`config.mk`:
```
export PLATFORM = sky130hd
export DESIGN_NAME = gpio_pin_cell
export DESIGN_NICKNAME = d
export VERILOG_FILES = /design/src/rtl/gpio_cell_pkg.sv /design/src/rtl/gpio_cfg_reg.sv /design/src/rtl/gpio_evt_det.sv /design/src/rtl/gpio_sts_bit.sv /design/src/rtl/gpio_pin_cell.sv
export SDC_FILE = /design/constraint.sdc
export NUM_CORES = 1
export LEC_CHECK = 0
export ABC_AREA = 1
export BUFFER_PORTS_ARGS = -buffer_cell sky130_fd_sc_hd__buf_4
export CAP_MARGIN = 5
export CORE_MARGIN = 1
export CORE_UTILIZATION = 35
export CTS_BUF_LIST = sky130_fd_sc_hd__clkbuf_16
export DETAILED_ROUTE_END_ITERATION = 16
export PLACE_DENSITY_LB_ADDON = 0.12
export SLEW_MARGIN = 0
export SYNTH_ARGS = -nofsm -noshare
export SYNTH_HDL_FRONTEND = slang
export SYNTH_SLANG_ARGS = --single-unit
```
`constraint.sdc`:
```
create_clock -name clk_i -period 0.9 [get_ports clk_i]
set_input_delay 0.135 -clock clk_i [delete_from_list [all_inputs] [get_ports clk_i]]
set_output_delay 0.135 -clock clk_i [all_outputs]
set_load 0.05 [all_outputs]
```
`src/rtl/gpio_cell_pkg.sv`:
```
package gpio_cell_pkg;
  localparam int REG_W      = 32;
  localparam int PIN_STS_B  = 15;
  localparam int INT_STS_B  = 16;
  localparam int WAKE_STS_B = 17;
  localparam int NUM_STS    = 2;
  localparam int NUM_WAKE   = 3;

  typedef enum logic [1:0] {
    ACT_HI_RISE = 2'b00,
    ACT_LO_FALL = 2'b01,
    ACT_BOTH    = 2'b10,
    ACT_RSVD    = 2'b11
  } act_e;

  typedef enum logic [1:0] {
    SLP_RUN  = 2'd0,
    SLP_IDLE = 2'd1,
    SLP_SUSP = 2'd2,
    SLP_OFF  = 2'd3
  } sleep_e;

  // packed MSB first: matches word bits [14:0]
  typedef struct packed {
    logic                out_val;
    logic                oe;
    logic [1:0]          drv;
    logic                pd_en;
    logic                pu_sel;
    logic                pu_en;
    logic [NUM_WAKE-1:0] wake_en;
    logic                unmask;
    logic                int_en;
    act_e                act;
    logic                lvl;
  } cfg_t;

  localparam int CFG_W = $bits(cfg_t);
endpackage

```
`src/rtl/gpio_cfg_reg.sv`:
```
module gpio_cfg_reg
  import gpio_cell_pkg::*;
(
  input  logic             clk_i,
  input  logic             rst_ni,
  input  logic             wr_en_i,
  input  logic [CFG_W-1:0] wr_cfg_i,
  output cfg_t             cfg_o
);
  cfg_t cfg_q;

  always_ff @(posedge clk_i or negedge rst_ni) begin
    if (!rst_ni)      cfg_q <= '0;
    else if (wr_en_i) cfg_q <= cfg_t'(wr_cfg_i);
  end

  assign cfg_o = cfg_q;
endmodule

```
`src/rtl/gpio_evt_det.sv`:
```
module gpio_evt_det
  import gpio_cell_pkg::*;
(
  input  logic clk_i,
  input  logic rst_ni,
  input  logic pin_i,
  input  logic lvl_i,
  input  act_e act_i,
  output logic pin_q_o,
  output logic evt_o
);
  logic pin_q;
  logic rise, fall;

  always_ff @(posedge clk_i or negedge rst_ni) begin
    if (!rst_ni) pin_q <= 1'b0;
    else         pin_q <= pin_i;
  end

  assign rise = pin_i & ~pin_q;
  assign fall = ~pin_i & pin_q;

  always_comb begin
    evt_o = 1'b0;
    if (lvl_i) begin
      unique case (act_i)
        ACT_HI_RISE: evt_o = pin_i;
        ACT_LO_FALL: evt_o = ~pin_i;
        default:     evt_o = 1'b0; // both-edge code invalid for levels
      endcase
    end else begin
      unique case (act_i)
        ACT_HI_RISE: evt_o = rise;
        ACT_LO_FALL: evt_o = fall;
        ACT_BOTH:    evt_o = rise | fall;
        default:     evt_o = 1'b0;
      endcase
    end
  end

  assign pin_q_o = pin_q;
endmodule

```
`src/rtl/gpio_sts_bit.sv`:
```
module gpio_sts_bit (
  input  logic clk_i,
  input  logic rst_ni,
  input  logic set_i,
  input  logic clr_i,
  output logic sts_o
);
  always_ff @(posedge clk_i or negedge rst_ni) begin
    if (!rst_ni)    sts_o <= 1'b0;
    else if (set_i) sts_o <= 1'b1; // set wins over clear
    else if (clr_i) sts_o <= 1'b0;
  end
endmodule

```
`src/rtl/gpio_pin_cell.sv`:
```
module gpio_pin_cell
  import gpio_cell_pkg::*;
(
  input  logic             clk_i,
  input  logic             rst_ni,
  input  logic             pin_i,
  input  logic [1:0]       sleep_state_i,
  input  logic             wr_en_i,
  input  logic [REG_W-1:0] wr_data_i,
  output logic [REG_W-1:0] rd_data_o,
  output logic             irq_pend_o,
  output logic             wake_pend_o,
  output logic             pad_oe_o,
  output logic             pad_out_o,
  output logic             pull_up_en_o,
  output logic             pull_up_sel_o,
  output logic             pull_dn_en_o,
  output logic [1:0]       drv_str_o
);
  cfg_t               cfg;
  logic               pin_q;
  logic               evt;
  logic               wake_ok;
  logic [NUM_STS-1:0] sts_set, sts_clr, sts;

  gpio_cfg_reg u_cfg (
    .clk_i    (clk_i),
    .rst_ni   (rst_ni),
    .wr_en_i  (wr_en_i),
    .wr_cfg_i (wr_data_i[CFG_W-1:0]),
    .cfg_o    (cfg)
  );

  gpio_evt_det u_det (
    .clk_i   (clk_i),
    .rst_ni  (rst_ni),
    .pin_i   (pin_i),
    .lvl_i   (cfg.lvl),
    .act_i   (cfg.act),
    .pin_q_o (pin_q),
    .evt_o   (evt)
  );

  always_comb begin
    unique case (sleep_e'(sleep_state_i))
      SLP_IDLE: wake_ok = cfg.wake_en[0];
      SLP_SUSP: wake_ok = cfg.wake_en[1];
      SLP_OFF:  wake_ok = cfg.wake_en[2];
      default:  wake_ok = 1'b0;
    endcase
  end

  assign sts_set[0] = evt & cfg.int_en;
  assign sts_set[1] = evt & wake_ok;

  for (genvar g = 0; g < NUM_STS; g++) begin : g_sts
    assign sts_clr[g] = wr_en_i & wr_data_i[INT_STS_B+g];
    gpio_sts_bit u_sts (
      .clk_i  (clk_i),
      .rst_ni (rst_ni),
      .set_i  (sts_set[g]),
      .clr_i  (sts_clr[g]),
      .sts_o  (sts[g])
    );
  end

  always_comb begin
    rd_data_o                            = '0;
    rd_data_o[CFG_W-1:0]                 = cfg;
    rd_data_o[PIN_STS_B]                 = pin_q;
    rd_data_o[INT_STS_B+:NUM_STS]        = sts;
  end

  assign irq_pend_o    = (|sts) & cfg.unmask;
  assign wake_pend_o   = sts[1];
  assign pad_oe_o      = cfg.oe;
  assign pad_out_o     = cfg.out_val;
  assign pull_up_en_o  = cfg.pu_en;
  assign pull_up_sel_o = cfg.pu_sel;
  assign pull_dn_en_o  = cfg.pd_en;
  assign drv_str_o     = cfg.drv;
endmodule

```
==> run metrics <==
status finished, violations left; failing checks negative setup slack; hold crit path type input pin to flop; Cell variety after synth 14; Clk Latency, worst-skew pair approximately 0.25 ns; max-slew violations 0; Die Footprint 0.00317 mm2; all-layer global routing usage 0.137; largest net degree at the start of global routing 19; critical path startpoint category flop; sequential share of power 0.305; Post-DRT Antenna Nets 0; clk buf depth 2; I/O pin count around 80; Critical Path Fanout Max 2; number of I/O port buffers 49; number of max-cap violations 0; WL/cell between 10 and 15 um; static leakage approximately 0.83 nW; crit path DAT 0.97 ns; RSZ-0062 raised after global routing true; HPWL Detailed between 1 and 1.5 mm; Clock power frac 0.264; final setup fails 32; Setup Skew ~0.0016 ns; CTS tree built; Sink Count 18; Peak VDD IR 1.68 mV; initial antenna violation count 0; vias in the first global route slightly below 800; pre-CTS setup slack -0.200 ns; Iteration-0 DRC Markers 13; Net Sw Frac 0.377; layout cells sized above 1 0.631; Root Driver clkbuf_16; Num CTS Buffers 3; Worst setup EP type primary output; Yosys warnings 0; DRC violations left 0; Final GP Congestion ~0.66; Rows 19; pwr/cell area 2060 mW/mm2; Synth Instances 98; First-pass DRT Iterations 2; final net count between 150 and 200; f_max ~900 MHz; Yosys reg bits 18; core box area between 0.002 and 0.003 mm2; Placed Instances 170; Switch Pwr about 0.0013 W; Synth-to-Final Area Change 57.4%; global-route wire length before repair about 3.3 mm; path type of the worst setup path flop to primary output; Starting Density 0.372; Final Non-Filler Cells 180; Die Width ~56 um; area of the multi-input gates between 400 and 500 um2; ant diodes 0; Final Hold Fails 0; post-route worst setup slack -0.206 ns; minimum clock period approximately 1.1 ns; Die H 56.3 um; Routed WL ~2.0 mm; Mapped Area 0.00103 mm2; area post-placement between 0.001 and 0.0015 mm2; syn_area_per_cell 10.5 um2; register area share after synthesis 0.436; cell-internal power between 0.002 and 0.0025 W; Tcrit/Tclk final 1.23; combinational cell fraction of total power 0.430; H-tree levels 1; via count approximately 800; Clk pin slew, worst setup/hold paths roughly 0.05 ns; Core Util, Final 0.585; post-route cell area around 0.0016 mm2; GRT Residual Overflow 0; CP required roughly 0.76 ns; Via density 4.45; fill count roughly 250; register area approximately 470 um2
[metal layers]
layer,wire length [um],GRT usage,share of wire,vias up
met1,859,0.172,0.43,379
met2,972,0.216,0.48,40
met5,0,0,0,-
met4,29,0.0523,0.014,0
met3,152,0.0484,0.076,5
li1,-,-,-,377
[stage by stage]
step           hold slack (ns)  setup TNS (ns)  total power [W]
3_5_place_dp            0.0239          -0.395          0.00226
5_1_grt                  0.106           -3.71          0.00352
6_report                 0.105           -2.84          0.00336
2_1_floorplan           -0.161          -0.651          0.00200
4_1_cts                 0.0990           -3.08          0.00338
3_3_place_gp            0.0225          -0.325          0.00225
[path summary, 6_finish.rpt]
| path | startpoint | to | slack [ns] | cells past startpoint |
|---|---|---|---|---|
| min in group asynchronous | rst_ni | u_det.pin_q_o$_DFF_PN0_ | 0.29 | 2 |
| max in group asynchronous | rst_ni | u_cfg.cfg_o[7]$_DFFE_PN0P_ | 0.40 | 2 |
| min reg2reg | u_cfg.cfg_o[7]$_DFFE_PN0P_ | u_cfg.cfg_o[7]$_DFFE_PN0P_ | 0.55 | 1 |
| max | g_sts[0].u_sts.sts_o$_DFFE_PN0P_ | irq_pend_o | -0.21 | 3 |
| max reg2reg | u_det.pin_q_o$_DFF_PN0_ | g_sts[1].u_sts.sts_o$_DFFE_PN0P_ | -0.20 | 6 |
| min | pin_i | u_det.pin_q_o$_DFF_PN0_ | 0.11 | 2 |
[state kept, by name (all words and copies together) (netlist names)]
name	count
g_sts.u_sts.sts_o	2
u_cfg.cfg_o	15
u_det.pin_q_o	1
[synthesized netlist by cell type]
library cell  number  area (um2)
nor2_1             5        18.8
buf_6              2        22.5
inv_1              5        18.8
o21ai_1            3        15.0
nand4_2            1        12.5
nand2_1           16        60.1
o21ai_0            1        5.00
ha_1               2        25.0
mux2_4            12         180
buf_4             25         188
dfrtp_1           18         450
conb_1             1        3.75
nand3_1            6        30.0
inv_2              1        3.75
[cells by family (layout without fill, tap and decap cells)]
family,count (synthesis),count (layout),synth area share
buffers and inverters,33,71,0.225
AND/OR/NAND/NOR,28,28,0.117
flip-flops,18,18,0.436
multiplexers,12,12,0.174
AO/OA/AOI/OAI,4,4,0.0194
adder cells (fa/ha/maj),2,2,0.0242
other,1,14,0.00363
[final cells by class]
class / instances / area share
Multi-Input combinational cell: 60 / 0.255
Timing Repair Buffer: 61 / 0.371
Inverter: 6 / 0.0138
Clock inverter: 1 / 0.00231
Clock buffer: 3 / 0.0462
Sequential cell: 18 / 0.288
Tap cell: 31 / 0.0238
[power groups by stage]
stage          Combinational [W]  Sequential (W)  Clock, W
4_1_cts                  0.00143         0.00102  0.000930
5_1_grt                  0.00151         0.00104  0.000975
2_1_floorplan           0.000731         0.00127         0
3_3_place_gp             0.00124         0.00100         0
6_report                 0.00145         0.00103  0.000887
3_5_place_dp             0.00125         0.00101         0
[placed cells by master, fill, tap and decap left out, types with 3 or more instances in the layout]
cell,synthesis,final
conb_1,1,14
nand3_1,6,6
inv_1,5,5
dfrtp_2,0,15
buf_8,0,5
nand2_1,16,16
o21ai_1,3,3
dfrtp_1,18,3
buf_4,25,27
buf_6,2,28
nor2_1,5,3
clkbuf_16,0,3
mux2_4,12,12
[worst max-delay path: stages (launching register included)]
cell and delay (ns):
dfrtp_1 0.41, nor2_4 0.13, nor2_4 0.04, buf_6 0.14
[repair_timing]
| item | CTS | global route |
|---|---|---|
| buffers inserted | 5 | 0 |
| endpoints found under the setup margin | 29 | 32 |
| pin swaps | 2 | 0 |
| hold buffers | 1 | 0 |
| gates resized for setup | 35 | 4 |
| hold endpoints to repair | 18 | 0 |
Note: power is estimated with default switching activity, not from simulation.
